File: src/rtl/dual_map_iram.sv
module dual_map_iram #(
  parameter int DW = 8,
  parameter int AW = 8
) (
  input  logic          clk,
  input  logic          rst_n,
  input  logic [1:0]    bank_sel,
  input  logic          rd_en,
  input  logic [1:0]    rd_mode,
  input  logic [AW-1:0] rd_addr,
  input  logic          wr_en,
  input  logic [1:0]    wr_mode,
  input  logic [AW-1:0] wr_addr,
  input  logic [DW-1:0] wr_data,
  output logic [DW-1:0] rd_data,
  output logic          sfr_rd_stb,
  output logic [AW-1:0] sfr_rd_addr,
  input  logic [DW-1:0] sfr_rdata,
  output logic          sfr_wr_stb,
  output logic [AW-1:0] sfr_wr_addr,
  output logic [DW-1:0] sfr_wdata
);
  localparam int DEPTH = 1 << AW;
  localparam logic [1:0] M_DIR = 2'b00, M_IND = 2'b01, M_REG = 2'b10, M_BIT = 2'b11;

  logic [DW-1:0] mem [DEPTH];
  logic [AW-1:0] ra, wa;
  logic          wr_ram;
  logic [DW-1:0] bw_mask;

  function automatic logic [AW-1:0] map_addr(input logic [1:0] mode,
                                             input logic [AW-1:0] a,
                                             input logic [1:0] bank);
    case (mode)
      M_REG:   map_addr = AW'({bank, a[2:0]});
      M_BIT:   map_addr = AW'({4'h2, a[6:3]});
      default: map_addr = a;
    endcase
  endfunction

  assign ra          = map_addr(rd_mode, rd_addr, bank_sel);
  assign wa          = map_addr(wr_mode, wr_addr, bank_sel);
  assign sfr_rd_stb  = rd_en && rd_mode == M_DIR && rd_addr[AW-1];
  assign sfr_wr_stb  = wr_en && wr_mode == M_DIR && wr_addr[AW-1];
  assign sfr_rd_addr = rd_addr;
  assign sfr_wr_addr = wr_addr;
  assign sfr_wdata   = wr_data;
  assign wr_ram      = wr_en && !sfr_wr_stb;
  assign bw_mask     = DW'(1) << wr_addr[2:0];

  always_ff @(posedge clk) begin
    if (!rst_n) begin
      rd_data <= '0;
      for (int i = 0; i < DEPTH; i++) mem[i] <= '0;
    end else begin
      if (rd_en) begin
        if (sfr_rd_stb)
          rd_data <= sfr_rdata;
        else if (rd_mode == M_BIT)
          rd_data <= DW'(mem[ra][rd_addr[2:0]]);
        else
          rd_data <= mem[ra];
      end
      if (wr_ram) begin
        if (wr_mode == M_BIT)
          mem[wa][wr_addr[2:0]] <= wr_data[0];
        else
          mem[wa] <= wr_data;
      end
    end
  end

  p_hold_r2: assert property (@(posedge clk) disable iff (!rst_n)
    !rd_en |=> $stable(rd_data));

  p_sfr_ram_untouched_r4: assert property (@(posedge clk) disable iff (!rst_n)
    sfr_wr_stb |=> mem[$past(wr_addr)] == $past(mem[wr_addr]));

  p_sfr_read_data_r5: assert property (@(posedge clk) disable iff (!rst_n)
    sfr_rd_stb |=> rd_data == $past(sfr_rdata));

  p_bit_value_r9: assert property (@(posedge clk) disable iff (!rst_n)
    wr_ram && wr_mode == M_BIT |=> mem[$past(wa)][$past(wr_addr[2:0])] == $past(wr_data[0]));

  p_bit_neighbours_r9: assert property (@(posedge clk) disable iff (!rst_n)
    wr_ram && wr_mode == M_BIT |=> (mem[$past(wa)] & ~$past(bw_mask)) == ($past(mem[wa]) & ~$past(bw_mask)));

  p_old_data_r10: assert property (@(posedge clk) disable iff (!rst_n)
    rd_en && !sfr_rd_stb && rd_mode != M_BIT && wr_ram && ra == wa |=> rd_data == $past(mem[ra]));

  p_no_sfr_indirect_r3: assert property (@(posedge clk) disable iff (!rst_n)
    rd_en && rd_mode != M_DIR |-> !sfr_rd_stb);
endmodule

File: config.mk
export PLATFORM = sky130hd
export DESIGN_NAME = dual_map_iram
export DESIGN_NICKNAME = d
export VERILOG_FILES = /design/src/rtl/dual_map_iram.sv
export SDC_FILE = /design/constraint.sdc
export NUM_CORES = 2
export LEC_CHECK = 0
export ABC_AREA = 1
export BUFFER_PORTS_ARGS = -buffer_cell sky130_fd_sc_hd__buf_2
export CORE_MARGIN = 3
export CORE_UTILIZATION = 55
export CTS_BUF_LIST = sky130_fd_sc_hd__clkbuf_4 sky130_fd_sc_hd__clkbuf_8 sky130_fd_sc_hd__clkbuf_16
export DETAILED_ROUTE_END_ITERATION = 10
export GPL_ROUTABILITY_DRIVEN = 0
export PLACE_DENSITY_LB_ADDON = 0.25
export SLEW_MARGIN = 10
export SYNTH_ARGS = -nofsm -noshare
export SYNTH_HDL_FRONTEND = slang
export SYNTH_SLANG_ARGS = --single-unit
File: constraint.sdc
create_clock -name clk -period 5.77 [get_ports clk]
set_input_delay 0.577 -clock clk [delete_from_list [all_inputs] [get_ports clk]]
set_output_delay 0.577 -clock clk [all_outputs]
set_load 0.1 [all_outputs]
# After elaboration in Yosys (flattened, before gate mapping)
# Memory sizes are Yosys's and may differ from the RTL's.
# Index checks and enable logic that the tools add are counted.
# op_classes
n_lt_le_gt_ge	3
eq_ne	4
n_mux	28
bitwise_logic	8
n_reduce_logical	10
# op_table
op	n
8-bit two-way mux	6
8-bit case mux with 2 select lines	2
1-bit two-way mux	18
2-bit == test, second input constant	4
3-bit by 4-bit < comparator with 1-bit output, second input constant	2
1-bit bitwise OR	8
8-bit OR reduction	1
1-bit logical AND	6
2-bit logical NOT	2
1-bit binary-select mux with 3-bit select	1
1-bit demux with 3-bit select	1
3-bit by 1-bit greater-or-equal comparator with 1-bit output, second input constant	1
1-bit logical NOT	1
# totals
reg_bits	8
mem_bits_rw	2048
input_bits	42
output_inout_bits	34
word_cells	55
n_memories	1
# mem_list
memory	depth	width	read_ports	rd_clocked_by_memory_dff	write_ports	line	text
mem	256	8	1	0	256	26	logic [DW-1:0] mem [DEPTH];

# Depth between registers and ports, before layout
# depth
depth_word	11
mapped_depth	21
ltp_nobuf	17

# Least setup slack after synthesis
# Ideal clock, no wire load.
# synth_timing
path_kind	input to register
from	input port wr_addr[7]
to	memory mem[84][7] (enable)
setup_ns	0.253
arrival_ns	4.304
t_required_ns	5.517
setup_slack_ns	1.214
path_stages	14
n_path_buf	3
cell_sequence	inv_1 -> nor2_1 -> inv_1 -> nor3_1 -> nor2_1 -> nand2_1 -> inv_2 -> o21ai_1 -> inv_1 -> clkbuf_1 -> buf_2 -> nand3_1 -> buf_2 -> nand2_1
# synth_lines
item	line	text
start: declaration	13	input logic [AW-1:0] wr_addr,
end: declaration	26	

# Final worst setup path
# layout_timing
from	input port rd_mode[1]
to	register rd_data[0]
# layout_between
elab_chain_cells	7
word_cells_on_any_way	11
cone_classes	2 x eq/ne; 5 x mux; 3 x reduce/logical; 1 x memory
# layout_rtl
item	line	text
start: declaration	9	input logic [1:0] rd_mode,
2-bit == test, on equally long branches	34, 59	
8-bit case mux with 2 select lines	34	case (mode)
memory read 256 x 8 bit	--	
1-bit binary-select mux with 3-bit select	60	rd_data <= DW'(mem[ra][rd_addr[2:0]]);
1-bit two-way mux (not written as such)	60	
8-bit two-way mux	59	else if (rd_mode == M_BIT)
8-bit two-way mux (*)	57	if (sfr_rd_stb)
end signal: assignment	58	rd_data <= sfr_rdata;
end signal: assignment	60	
end signal: assignment	62	rd_data <= mem[ra];
end: declaration	15	output logic [DW-1:0] rd_data,
# Mark *: on every way between the ends. The rest lies on a longest branch, timed or not. The select of a mux whose other input is x is not followed.
# A chain may end at the register's enable or synchronous reset.

==> impl_metrics.yaml <==
run_status:
  status: "completed"
power_and_ir_drop:
  power_frac_seq_pct: 48.4
  leakagePower_nw: 44.21
  peakVddDrop_uv: 269.7
  p_clk_share_pct: 38.0
  p_int_mw: 25.82
  powerDensity_nw_per_um2: 307.4
  p_switching_mw: 10.02
  swShare_pct: 27.95
  pwr-share-comb_pct: 13.6
detailed_routing:
  num_vias: 94157
  post_drt_wl_per_cell_um: 23.94
  ant_nets: 0
  viasPerCell: 6.400
  drt_iter0_markers: 15210
  drc: 0
  routed_wl_um: 352200
  dr.pass1.iters: 9
logic_synthesis:
  async_flop_share_pct: 0
  ys_seq_area_share_pct: 56.15
  yosys-top-cells-area: "edfxtp_1 56%, nand2_1 11%, o21ai_0 6.3%"
  syn_nets: 12958
  syn_area_per_cell_um2: 8.501
  synth-seq-cells: 2056
  netlist-cell-type-count: 25
  synth_top_area_share_pct: 56.01
  synth_ff_type: "edfxtp_1"
  synthCells: 12916
  syn_area_um2: 109800
  synthTopCellsByCount: "3119 x nand2_1, 2048 x edfxtp_1, 1380 x o21ai_0, 1313 x nand3_1, 1306 x nor3_1"
  yosysTopAreaCell: "edfxtp_1"
  yosysWarningCount: 0
  synth_edf_count: 2048
  synth.most_common_cell: "nand2_1"
sta:
  finalWorstSetupSlack_ps: 2066
  rsz0062_at_grt: "no"
  clock.fmax_mhz: 270.0
  setup_violations: 0
  final_hold_viol_count: 0
  finalCritPeriodShare_pct: 64.19
  setup_tns_ps: 0
  skew_ps: 39.61
  relSlewSlack_pct: 5.494
  finalCriticalPeriod_ps: 3704
  worstMarginPinSlew_ps: 1414
  drv_slew: 0
grt:
  grt.met1_usage_pct: 43.79
  use_met2_pct: 51.71
  grt_pass1_wl_um: 532800
  grt_util_met3_pct: 7.381
  busiest_layer: "met2"
  grt_start_max_net_pins: 273
  first_global_vias: 88116
  track_usage_pct: 33.68
  antenna_found_initial: 10
  gr-total-overflow: 0
critical_path:
  cp-start-kind: "input port"
  crit_type: "input port to register"
  path_cells: "buf_2, nand3_1, buf_4, nand2_8, buf_12, buf_12, o21ai_0, inv_1, o21ai_1, nand3_1, nand3_1, nand3_1, nand3_1, nand3_1, nand3_1, nand3_1, nand3_1, nand3_1, nand3_1, a21oi_1"
  crit_required_ps: 6570
  crit_buf_inv: 5
  cp-end-kind: "register"
  critical_path.max_stage_delay_ps: 400
  cp_max_fo: 104
  cp_slowest_cell: "buf_12"
  path_delay_family: "simple AND/OR/NAND/NOR gates"
  crit_arrival_ps: 4500
  crit_top_cell: "nand3_1"
clocking:
  clk_path_buf_depth: 3
  clkSinkCount: 2056
  cts_resized: 0
  hold_buffers: 0
  root_buffer: "clkbuf_16"
  post_cts_buffers: 0
  cts_tree: "yes"
  clk_latency_ps: 870
  path_clk_slew_ps: 60
  cts_buffers: 216
  cts-htree-levels: 4
hold_path:
  hold_class: "input port to register"
place:
  port_buffers: 75
  hpwl_um: 190600
  place_area_um2: 109800
  post-place-ws_ps: 1421
floorplanning:
  initial_core_util_pct: 55.51
  dieWidth_um: 452.8
  pin_count: 76
  fp.coreArea_um2: 197800
  std_cell_rows: 163
  die-area_um2: 205000
  die-height_um: 452.8
cells_and_area:
  final_area_um2: 116600
  final_layout_size_suffix_gt1_share_pct: 5.314
  synthToLayoutAreaGrowth_pct: 6.188
  layout.nets: 11932
job:
  maxCapViolations: 0
==> power groups by stage <==
stage | logic (mW) | registers (mW) | clock network (mW)
floorplan | 3.06 | 17.6 | 0
global placement | 4.64 | 17.6 | 0
detailed placement | 4.71 | 17.7 | 0
CTS | 4.73 | 17.3 | 13.6
global route | 5.19 | 17.4 | 14.2
finish | 4.89 | 17.3 | 13.6
==> stage by stage <==
| step | util [%] | power (mW) | hold slack (ps) | std cells |
|---|---|---|---|---|
| 2_1_floorplan | - | 20.68 | 755.7 | 12916 |
| 3_3_place_gp | 55.51 | 22.26 | 568.5 | 14312 |
| 3_5_place_dp | 55.51 | 22.37 | 569.3 | 14312 |
| 5_1_grt | 58.93 | 36.81 | 41.00 | 14705 |
| 4_1_cts | 58.93 | 35.70 | 7.541 | 14703 |
| 6_report | 58.94 | 35.84 | 44.16 | 14711 |
==> sequential cells by signal, indices dropped and copies added (netlist names) <==
name     cells
mem       2048
rd_data      8
==> cells in the final DEF (no fill, tap or decap), drive strengths merged <==
cell type  count
clkbuf       279
nand3b        10
diode          8
nand2       3121
o21ai       1410
clkinvlp       3
edfxtp      2048
bufinv         9
nor2         863
a21oi         23
clkinv        96
inv          876
buf          261
o221ai         1
o22ai          2
nand3       1313
o211ai       434
nor3        1306
dfxtp          8
==> cells by family (layout without fill, tap and decap cells) <==
kind of cell,count (synthesis),in the layout,share of synthesized area (%)
buffers and inverters,2377,1524,8.684
AOI/OAI and AO/OA,1870,1870,9.528
DFF,2056,2056,56.15
and+or+nand+nor,6613,6613,25.63
other,0,8,0
==> worst register-to-register path, stage by stage (launching register included) <==
cell and delay [ps]:
edfxtp_1 450, nand3b_1 380, nand3_1 250, nand3_1 100, nand3_1 100, nand3_1 240, nand3_1 280, nand3_1 110
nand3_1 200, nand3_1 100, nand3_1 90, nand3_1 90, nand3_1 110, a21oi_1 80
==> path summary, 6_finish.rpt <==
kind | from | to | slack, ps | cells past startpoint
worst max register to register | mem[128][6]$_SDFFCE_PN0P_ | rd_data[0]$_SDFFE_PN0P_ | 3100 | 13
worst max-delay path | rd_mode[1] | rd_data[0]$_SDFFE_PN0P_ | 2070 | 20
worst min register to register | rd_data[7]$_SDFFE_PN0P_ | rd_data[7]$_SDFFE_PN0P_ | 580 | 2
worst min-delay path | sfr_rdata[7] | rd_data[7]$_SDFFE_PN0P_ | 40 | 3
==> per-layer routing <==
metal	part of all wire (%)	wire length, um
met1	36	125900
met2	45	159200
met3	12	42980
met4	6.8	23990
met5	0.017	61
==> area by class of cell <==
cell class	instances	area [um^2]
Sequential cell	2056	61660
Multi-Input combinational cell	8483	38910
Antenna cell	8	20.02
Clock inverter	112	854.6
Clock buffer	279	5908
Inverter	872	3344
Timing Repair Buffer	261	2595
Fill cell	17085	81230
Tap cell	2640	3303
Note: power is estimated with default switching activity, not from simulation.
